File: config.mk
export PLATFORM = sky130hd
export DESIGN_NAME = i2c_frame_guard
export DESIGN_NICKNAME = d
export VERILOG_FILES = /design/src/rtl/i2c_guard_pkg.sv /design/src/rtl/i2c_cond_detect.sv /design/src/rtl/i2c_bit_tracker.sv /design/src/rtl/i2c_host_ctl.sv /design/src/rtl/i2c_frame_guard.sv
export SDC_FILE = /design/constraint.sdc
export NUM_CORES = 1
export LEC_CHECK = 0
export BUFFER_PORTS_ARGS = -buffer_cell sky130_fd_sc_hd__buf_4
export CAP_MARGIN = 20
export CELL_PAD_IN_SITES_DETAIL_PLACEMENT = 1
export CELL_PAD_IN_SITES_GLOBAL_PLACEMENT = 2
export CORE_AREA = 2 2 69 71
export DETAILED_ROUTE_END_ITERATION = 8
export DIE_AREA = 0 0 71 73
export PLACE_DENSITY_LB_ADDON = 0.15
export SYNTH_ARGS = -nofsm -noshare
export SYNTH_HDL_FRONTEND = slang
export SYNTH_SLANG_ARGS = --single-unit
File: constraint.sdc
create_clock -name clk -period 1.38 [get_ports clk]
set_clock_uncertainty 0.1 [all_clocks]
set_input_delay 0.138 -clock clk [delete_from_list [all_inputs] [get_ports clk]]
set_output_delay 0.138 -clock clk [all_outputs]
set_load 0.02 [all_outputs]
File: src/rtl/i2c_guard_pkg.sv
package i2c_guard_pkg;
    localparam int          STAT_W     = 8;
    localparam logic [7:0]  ST_NONE    = 8'hF8;
    localparam logic [7:0]  ST_BUSERR  = 8'h00;
endpackage

File: src/rtl/i2c_cond_detect.sv
module i2c_cond_detect (
    input  logic clk,
    input  logic rst_n,
    input  logic scl_i,
    input  logic sda_i,
    output logic start_o,
    output logic stop_o,
    output logic scl_fall_o
);
    typedef struct packed {
        logic scl;
        logic sda;
    } line_t;

    line_t st_d, st_q;

    always_comb begin
        st_d     = st_q;
        st_d.scl = scl_i;
        st_d.sda = sda_i;
        start_o    = st_q.sda & ~sda_i & st_q.scl & scl_i;
        stop_o     = ~st_q.sda & sda_i & st_q.scl & scl_i;
        scl_fall_o = st_q.scl & ~scl_i;
    end

    always_ff @(posedge clk or negedge rst_n) begin
        if (!rst_n) begin
            st_q <= '{scl: 1'b1, sda: 1'b1};
        end else begin
            st_q <= st_d;
        end
    end
endmodule

File: src/rtl/i2c_bit_tracker.sv
module i2c_bit_tracker #(
    parameter int FRAME_BITS = 9,
    localparam int POS_W     = $clog2(FRAME_BITS + 1)
) (
    input  logic             clk,
    input  logic             rst_n,
    input  logic             start_i,
    input  logic             stop_i,
    input  logic             scl_fall_i,
    output logic             mid_frame_o,
    output logic [POS_W-1:0] pos_o
);
    localparam logic [POS_W-1:0] LAST = POS_W'(FRAME_BITS - 1);

    typedef struct packed {
        logic             open;
        logic             skip;
        logic [POS_W-1:0] pos;
    } trk_t;

    trk_t st_d, st_q;

    always_comb begin
        st_d = st_q;
        if (start_i) begin
            st_d.open = 1'b1;
            st_d.skip = 1'b1;
            st_d.pos  = '0;
        end else if (stop_i) begin
            st_d.open = 1'b0;
            st_d.skip = 1'b0;
            st_d.pos  = '0;
        end else if (scl_fall_i && st_q.open) begin
            if (st_q.skip) begin
                st_d.skip = 1'b0;
            end else if (st_q.pos == LAST) begin
                st_d.pos = '0;
            end else begin
                st_d.pos = st_q.pos + 1'b1;
            end
        end
        mid_frame_o = st_q.open && (st_q.pos != '0);
        pos_o       = st_q.pos;
    end

    always_ff @(posedge clk or negedge rst_n) begin
        if (!rst_n) begin
            st_q <= '0;
        end else begin
            st_q <= st_d;
        end
    end
endmodule

File: src/rtl/i2c_host_ctl.sv
module i2c_host_ctl
    import i2c_guard_pkg::*;
#(
    parameter int CTL_W    = 3,
    parameter int STOP_IDX = 0
) (
    input  logic              clk,
    input  logic              rst_n,
    input  logic              bus_err_i,
    input  logic              active_i,
    input  logic              eng_evt_i,
    input  logic [STAT_W-1:0] eng_code_i,
    input  logic              ctl_wr_i,
    input  logic [CTL_W-1:0]  ctl_wdata_i,
    input  logic              flag_w1_i,
    input  logic              sda_req_i,
    input  logic              scl_req_i,
    output logic [STAT_W-1:0] status_o,
    output logic              irq_o,
    output logic [CTL_W-1:0]  ctl_o,
    output logic              sda_drive_o,
    output logic              scl_drive_o,
    output logic              go_idle_o,
    output logic              stop_gen_o
);
    typedef struct packed {
        logic              flag;
        logic [STAT_W-1:0] code;
        logic [CTL_W-1:0]  ctl;
        logic              rel;
        logic              act;
        logic              go_idle;
        logic              stop_gen;
    } host_t;

    host_t st_d, st_q;
    logic  clr;

    always_comb begin
        st_d          = st_q;
        st_d.go_idle  = 1'b0;
        st_d.stop_gen = 1'b0;
        st_d.act      = active_i;
        clr = ctl_wr_i && flag_w1_i && st_q.flag && !bus_err_i && !eng_evt_i;

        if (active_i && !st_q.act) begin
            st_d.rel = 1'b0;
        end
        if (ctl_wr_i) begin
            st_d.ctl = ctl_wdata_i;
        end
        if (clr) begin
            st_d.flag = 1'b0;
            if (ctl_wdata_i[STOP_IDX]) begin
                if (st_q.code == ST_BUSERR) begin
                    st_d.ctl[STOP_IDX] = 1'b0;
                    st_d.go_idle       = 1'b1;
                    st_d.rel           = 1'b1;
                end else begin
                    st_d.stop_gen = 1'b1;
                end
            end
        end
        if (bus_err_i) begin
            st_d.flag = 1'b1;
            st_d.code = ST_BUSERR;
        end else if (eng_evt_i) begin
            st_d.flag = 1'b1;
            st_d.code = eng_code_i;
        end

        status_o    = st_q.flag ? st_q.code : ST_NONE;
        irq_o       = st_q.flag;
        ctl_o       = st_q.ctl;
        sda_drive_o = sda_req_i && !st_q.rel;
        scl_drive_o = scl_req_i && !st_q.rel;
        go_idle_o   = st_q.go_idle;
        stop_gen_o  = st_q.stop_gen;
    end

    always_ff @(posedge clk or negedge rst_n) begin
        if (!rst_n) begin
            st_q      <= '0;
            st_q.code <= ST_NONE;
            st_q.rel  <= 1'b1;
        end else begin
            st_q <= st_d;
        end
    end
endmodule

File: src/rtl/i2c_frame_guard.sv
module i2c_frame_guard
    import i2c_guard_pkg::*;
#(
    parameter int CTL_W      = 3,
    parameter int STOP_IDX   = 0,
    parameter int FRAME_BITS = 9,
    localparam int POS_W     = $clog2(FRAME_BITS + 1)
) (
    input  logic              clk,
    input  logic              rst_n,
    input  logic              scl_i,
    input  logic              sda_i,
    input  logic              active_i,
    input  logic              sda_req_i,
    input  logic              scl_req_i,
    input  logic              eng_evt_i,
    input  logic [STAT_W-1:0] eng_code_i,
    input  logic              ctl_wr_i,
    input  logic [CTL_W-1:0]  ctl_wdata_i,
    input  logic              flag_w1_i,
    output logic [STAT_W-1:0] status_o,
    output logic              irq_o,
    output logic [CTL_W-1:0]  ctl_o,
    output logic              sda_drive_o,
    output logic              scl_drive_o,
    output logic              go_idle_o,
    output logic              stop_gen_o
);
    logic             cond_start, cond_stop, cond_any, scl_fall;
    logic             mid_frame, bus_err;
    logic [POS_W-1:0] bit_pos;

    i2c_cond_detect u_cond (
        .clk        (clk),
        .rst_n      (rst_n),
        .scl_i      (scl_i),
        .sda_i      (sda_i),
        .start_o    (cond_start),
        .stop_o     (cond_stop),
        .scl_fall_o (scl_fall)
    );

    i2c_bit_tracker #(.FRAME_BITS(FRAME_BITS)) u_trk (
        .clk         (clk),
        .rst_n       (rst_n),
        .start_i     (cond_start),
        .stop_i      (cond_stop),
        .scl_fall_i  (scl_fall),
        .mid_frame_o (mid_frame),
        .pos_o       (bit_pos)
    );

    assign cond_any = cond_start | cond_stop;
    assign bus_err  = cond_any & mid_frame & active_i;

    i2c_host_ctl #(.CTL_W(CTL_W), .STOP_IDX(STOP_IDX)) u_host (
        .clk         (clk),
        .rst_n       (rst_n),
        .bus_err_i   (bus_err),
        .active_i    (active_i),
        .eng_evt_i   (eng_evt_i),
        .eng_code_i  (eng_code_i),
        .ctl_wr_i    (ctl_wr_i),
        .ctl_wdata_i (ctl_wdata_i),
        .flag_w1_i   (flag_w1_i),
        .sda_req_i   (sda_req_i),
        .scl_req_i   (scl_req_i),
        .status_o    (status_o),
        .irq_o       (irq_o),
        .ctl_o       (ctl_o),
        .sda_drive_o (sda_drive_o),
        .scl_drive_o (scl_drive_o),
        .go_idle_o   (go_idle_o),
        .stop_gen_o  (stop_gen_o)
    );
endmodule

==> run summary, run 1 <==
Initial Util: 0.257
Area growth syn-to-layout: 66.9%
DRC: 0
Sw Share: 0.275
Top cells by area, synth: dfrtp_1, dfstp_2, mux2i_1
Hold Path Class: in2reg
WL/cell: 14.4 um
Area leader, netlist: dfrtp_1
Setup CP Type: reg2reg
Synth Cell Area: 1160 um2
Pins Over Slew Limit: 0
Post-Synthesis Cells: 108
Synth top area share: 0.344
Chip height: 73 um
CTS tree: yes
Initial drt markers: 14
First-pass GRT wire length: 5.35 mm
CTS Sinks: 24
CP Cell Sequence: inv_2 > ha_4 > nor3b_4 > nor4_4 > buf_4 > a211o_1
Final Hold Fails: 0
Seq/Total Area, Yosys: 0.524
Reg2reg path depth: 6
Slowest CP cell: dfrtp_1
Clk slew on worst S/H paths: 80 ps
Mapped Nets: 131
Post-DRT Antenna Nets: 0
Setup TNS: -939 ps
Die Width: 71 um
Avg Vias per Cell: 4.59
Crit path DAT: 1550 ps
Worst skew pair latency: 260 ps
Hold-critical path depth: 2
Slew margin rel.: 0.783
Vias: 1052
Final net count: 199
Routed WL: 3.31 mm
ANT cells: 0
Critical Path Sink Type: flop
Seq cells post-synth: 24
Setup violations, final: 17
Peak VDD IR: 330 uV
Max stage delay on crit path: 390 ps
Total CTS buffers: 3
Pwr Density: 934 nW/um2
Status: finished, violations left
FMAX: 0.665 GHz
Switching power: 0.000499 W
Number of global-route vias before repair: 1184
Largest net degree at the start of global routing: 25
Initial antenna violation count: 0
First drt pass iteration count: 2
Min cycle time layout: 1500 ps
CP startpoint kind: flop
Layout cells sized above 1: 0.611
Hpwl dp: 2.34 mm
Worst-path fanout max: 4
Bufs and invs on worst path: 2
Post-DP Area: 1620 um2
WP depth: 6
Num rows: 25
Clock power share: 0.258
Logic pwr share: 0.288
Failing checks: negative setup slack
Port-buffer cells: 36
Top delay family on crit path: flip-flops
Clock Tree Buf Depth: 2
Syn avg cell area: 10.8 um2
GR Overflow Total: 0
Distinct cell type count after synthesis: 30
Worst Max-Slew Pin Slew: 322 ps
Die area: 5180 um2
Pint: 0.00132 W
Final period util: 1.09
Leakage: 0.905 nW
Worst slack, placed: -212 ps
Synthesis Warnings: 0
Unrepaired setup endpoints after global routing: true
Design Area, Final: 1940 um2
GPL Wtd Cong: 0.727
Gr usage total: 0.129
Root Driver: clkbuf_8
Io pins: 37
Core Region: 4540 um2
Final WS setup: -123 ps
WP data required: 1430 ps
# Max-Cap Violations: 0
Sequential power share: 0.454
H-tree level count: 1
per-stage QoR:
| stage | power (W) | hold WS, ps | util | instances |
|---|---|---|---|---|
| 6_report | 0.00182 | 13.7 | 0.429 | 229 |
| 4_1_cts | 0.00178 | -90.9 | 0.403 | 222 |
| 3_5_place_dp | 0.00124 | -37.6 | 0.356 | 211 |
| 3_3_place_gp | 0.00122 | -42.9 | 0.356 | 211 |
| 5_1_grt | 0.00192 | 5.97 | 0.429 | 229 |
| 2_1_floorplan | 0.00102 | -258 | - | 108 |
Yosys cell counts, drive strengths merged:
library cell / n
nor4: 4
o211ai: 1
nand3: 2
dfrtp: 16
o21ai: 4
and2: 3
mux2i: 9
mux2: 2
a21o: 1
a22o: 1
nor2b: 3
a21oi: 4
buf: 5
and2b: 1
dfstp: 8
nor2: 15
a211o: 2
nand2b: 7
nand4: 2
nor3b: 1
nor4b: 1
ha: 2
nand2: 7
and4bb: 1
xnor2: 1
a31oi: 1
nand3b: 1
inv: 3
final cells by class:
| type | instances | area (um2) |
|---|---|---|
| repair buffers | 68 | 547 |
| fillers | 503 | 2590 |
| well taps | 54 | 67.6 |
| clock buffers | 4 | 55.1 |
| flip-flops and latches | 24 | 611 |
| inverters | 3 | 11.3 |
| multi-input cells | 76 | 653 |
placed cells by master (no fill, tap or decap), drive strengths merged, types with 2 or more instances in the layout:
cell type     n
a211o         2
a21oi         4
and2          3
buf          64
clkbuf        4
dfrtp        16
dfstp         8
dlygate4sd3   4
ha            2
inv           3
mux2          2
mux2i         9
nand2         7
nand2b        7
nand3         2
nand4         2
nor2         15
nor2b         3
nor4          4
o21ai         4
power by group through the flow:
stage | Sequential (W) | Clock, W | Combinational (W)
final | 0.000824 | 0.000469 | 0.000523
after global routing | 0.000831 | 0.000520 | 0.000567
after CTS | 0.000815 | 0.000494 | 0.000471
after detailed placement | 0.000824 | 0 | 0.000413
after global placement | 0.000820 | 0 | 0.000404
after floorplan | 0.000822 | 0 | 0.000196
logic make-up after synthesis:
kind of cell             share of synthesized area
multiplexers                                0.0967
buffers and inverters                       0.0397
XOR/XNOR                                   0.00752
AND/OR/NAND/NOR                              0.235
adder cells (fa/ha/maj)                     0.0215
flip-flops                                   0.524
AO/OA/AOI/OAI                               0.0752
layer usage:
metal / GRT usage / share of wire / routed length (um) / vias up
li1: - / - / - / 501
met1: 0.135 / 0.38 / 1260 / 527
met2: 0.262 / 0.56 / 1870 / 20
met3: 0.0180 / 0.041 / 136 / 4
met4: 0.0419 / 0.012 / 39 / 0
met5: 0 / 0 / 0 / -
final timing paths:
check | from | slack [ps] | endpoint
worst max-delay path | u_trk.pos_o[0] | -120 | u_host.irq_o
worst min-delay path | ctl_wdata_i[2] | 10 | u_host.ctl_o[2]
worst max register to register | u_trk.pos_o[0] | -120 | u_host.irq_o
worst min register to register | u_host.ctl_o[1] | 420 | u_host.ctl_o[1]
max in group asynchronous | rst_n | 680 | u_host.st_q[10]
min in group asynchronous | rst_n | 210 | u_trk.pos_o[2]
sequential cells by signal, summed over array words and instances, names as in the netlist:
| signal | flops |
|---|---|
| u_host.go_idle_o | 1 |
| u_trk.pos_o | 4 |
| u_host.ctl_o | 3 |
| u_trk.st_q | 2 |
| u_host.irq_o | 1 |
| u_cond.st_q | 2 |
| u_host.stop_gen_o | 1 |
| u_host.st_q | 10 |
what timing repair did:
| item | in CTS | in global routing |
|---|---|---|
| resized for setup | 22 | 15 |
| setup endpoints to repair | 16 | 22 |
| setup buffers | 4 | 5 |
| hold buffers | 3 | 1 |
| endpoints found under the hold margin | 27 | 1 |
| pin swaps | 11 | 4 |
| gates cloned | 0 | 1 |
(Power assumes the default switching activity.)
==> run 2, diff against run 1 <==
--- a/config.mk
+++ b/config.mk
@@ -13,4 +13,5 @@
 export DETAILED_ROUTE_END_ITERATION = 8
 export DIE_AREA = 0 0 71 73
+export GPL_ROUTABILITY_DRIVEN = 0
 export PLACE_DENSITY_LB_ADDON = 0.15
 export SYNTH_ARGS = -nofsm -noshare
--- a/constraint.sdc
+++ b/constraint.sdc
@@ -3,3 +3,3 @@
 set_input_delay 0.138 -clock clk [delete_from_list [all_inputs] [get_ports clk]]
 set_output_delay 0.138 -clock clk [all_outputs]
-set_load 0.02 [all_outputs]
+set_load 0.05 [all_outputs]
==> run summary, run 2 (synthesized netlist as in run 1, its figures left out) <==
Status: finished, violations left
Failing checks: negative setup slack
Setup violations, final: 16
Num rows: 25
Initial drt markers: 19
Vias: 1052
Post-DP Area: 1630 um2
Final period util: 1.08
Met2 wire length: 1.85 mm
Top delay family on crit path: flip-flops
DRC: 0
First drt pass iteration count: 2
Top sig layer: met4
CTS tree: yes
Clock Tree Buf Depth: 2
ANT cells: 0
H-tree level count: 1
CP Cell Sequence: inv_2 > ha_4 > nor3b_4 > nor4_4 > buf_4 > a211o_1
Commonest non-fill, non-tap cell in the layout: buf_4
Worst slack, placed: -186 ps
Setup slack, reg-to-reg: -110 ps
Chip height: 73 um
Hold Path Class: in2reg
Crit path to: u_host.irq_o
Worst reg2reg startpoint: u_trk.pos_o[1]
Worst skew pair latency: 260 ps
Bufs and invs on worst path: 2
DR WL met3: 95 um
Pins Over Slew Limit: 0
Hpwl dp: 2.32 mm
Most frequent cells in the layout: buf_4, dfrtp_1, nor2_1
Worst-path fanout max: 4
CP startpoint kind: flop
Post-DRT Antenna Nets: 0
Gr usage total: 0.131
Port-buffer cells: 36
First-pass GRT wire length: 5.33 mm
Root Driver: clkbuf_8
Critical Path Source: u_trk.pos_o[1]
WL/cell: 14.2 um
FMAX: 0.672 GHz
Die area: 5180 um2
Final net count: 200
Reg2reg path depth: 6
Leakage: 0.929 nW
Worst r2r dst: u_host.irq_o
# Max-Cap Violations: 0
Largest net degree at the start of global routing: 25
WP depth: 6
Setup CP Type: reg2reg
Min cycle time layout: 1490 ps
GR Overflow Total: 0
Initial antenna violation count: 0
Final WS setup: -108 ps
Core Region: 4540 um2
Initial Util: 0.257
Number of global-route vias before repair: 1171
Wl on met1: 1.28 mm
Area growth syn-to-layout: 70.2%
Die Width: 71 um
Max stage delay on crit path: 400 ps
Io pins: 37
CTS Sinks: 24
Worst Max-Slew Pin Slew: 340 ps
Critical Path Sink Type: flop
WP data required: 1430 ps
Largest register FFs: 10
Design Area, Final: 1980 um2
Layout cells sized above 1: 0.580
Top reg by flops: u_host.st_q
Final Hold Fails: 0
Avg Vias per Cell: 4.57
Pwr Density: 981 nW/um2
Slew margin rel.: 0.772
Unrepaired setup endpoints after global routing: true
Clk slew on worst S/H paths: 80 ps
Total CTS buffers: 3
Peak VDD IR: 309 uV
Crit path DAT: 1540 ps
Routed WL: 3.26 mm
Slowest CP cell: dfrtp_1
run 2: how the worst min path moves through the flow:
stage                            endpoint  cells past startpoint      startpoint
after detailed placement   u_trk.pos_o[1]                      1           rst_n
after global routing      u_host.ctl_o[2]                      2  ctl_wdata_i[2]
after CTS                 u_host.ctl_o[2]                      2  ctl_wdata_i[2]
after floorplan           u_host.ctl_o[0]                      0           rst_n
final                     u_host.ctl_o[2]                      2  ctl_wdata_i[2]
after global placement     u_trk.pos_o[1]                      1           rst_n
run 2: repair_timing:
| item | 4_1_cts | 5_1_grt |
|---|---|---|
| gates cloned | 0 | 1 |
| hold buffers | 5 | 0 |
| setup endpoints to repair | 21 | 24 |
| endpoints found under the hold margin | 28 | 0 |
| resized for setup | 20 | 24 |
| setup buffers | 4 | 3 |
| pin swaps | 12 | 2 |
run 2: layout make-up:
| type | instances | area, um2 |
|---|---|---|
| well taps | 54 | 67.6 |
| repair buffers | 69 | 598 |
| multi-input cells | 76 | 641 |
| flip-flops and latches | 24 | 611 |
| clock buffers | 4 | 55.1 |
| inverters | 3 | 11.3 |
| fillers | 507 | 2550 |
run 2: power breakdown:
group / total, W / switching, W / leakage, nW / internal, W
Combinational: 0.000648 / 0.000329 / 0.616 / 0.000319
Sequential: 0.000819 / 0.0000463 / 0.284 / 0.000773
Clock: 0.000478 / 0.000223 / 0.0288 / 0.000255
Total: 0.00195 / 0.000599 / 0.929 / 0.00135
run 2: per-layer routing:
metal	GRT usage	up-vias
met1	0.146	520
met5	0	-
li1	-	508
met3	0.0180	4
met4	0.0314	0
met2	0.261	20
run 2: per-stage QoR:
step                      std cells  hold slack [ps]  utilization  power, W  setup TNS, ps
final                           230             11.8        0.437   0.00195           -945
after global routing            230             13.0        0.437   0.00204          -2390
after CTS                       226             15.0        0.413   0.00190           -904
after detailed placement        213            -40.3        0.360   0.00134          -1280
after global placement          213            -44.6        0.360   0.00133           -877
after floorplan                 108             -258            -   0.00112           -586
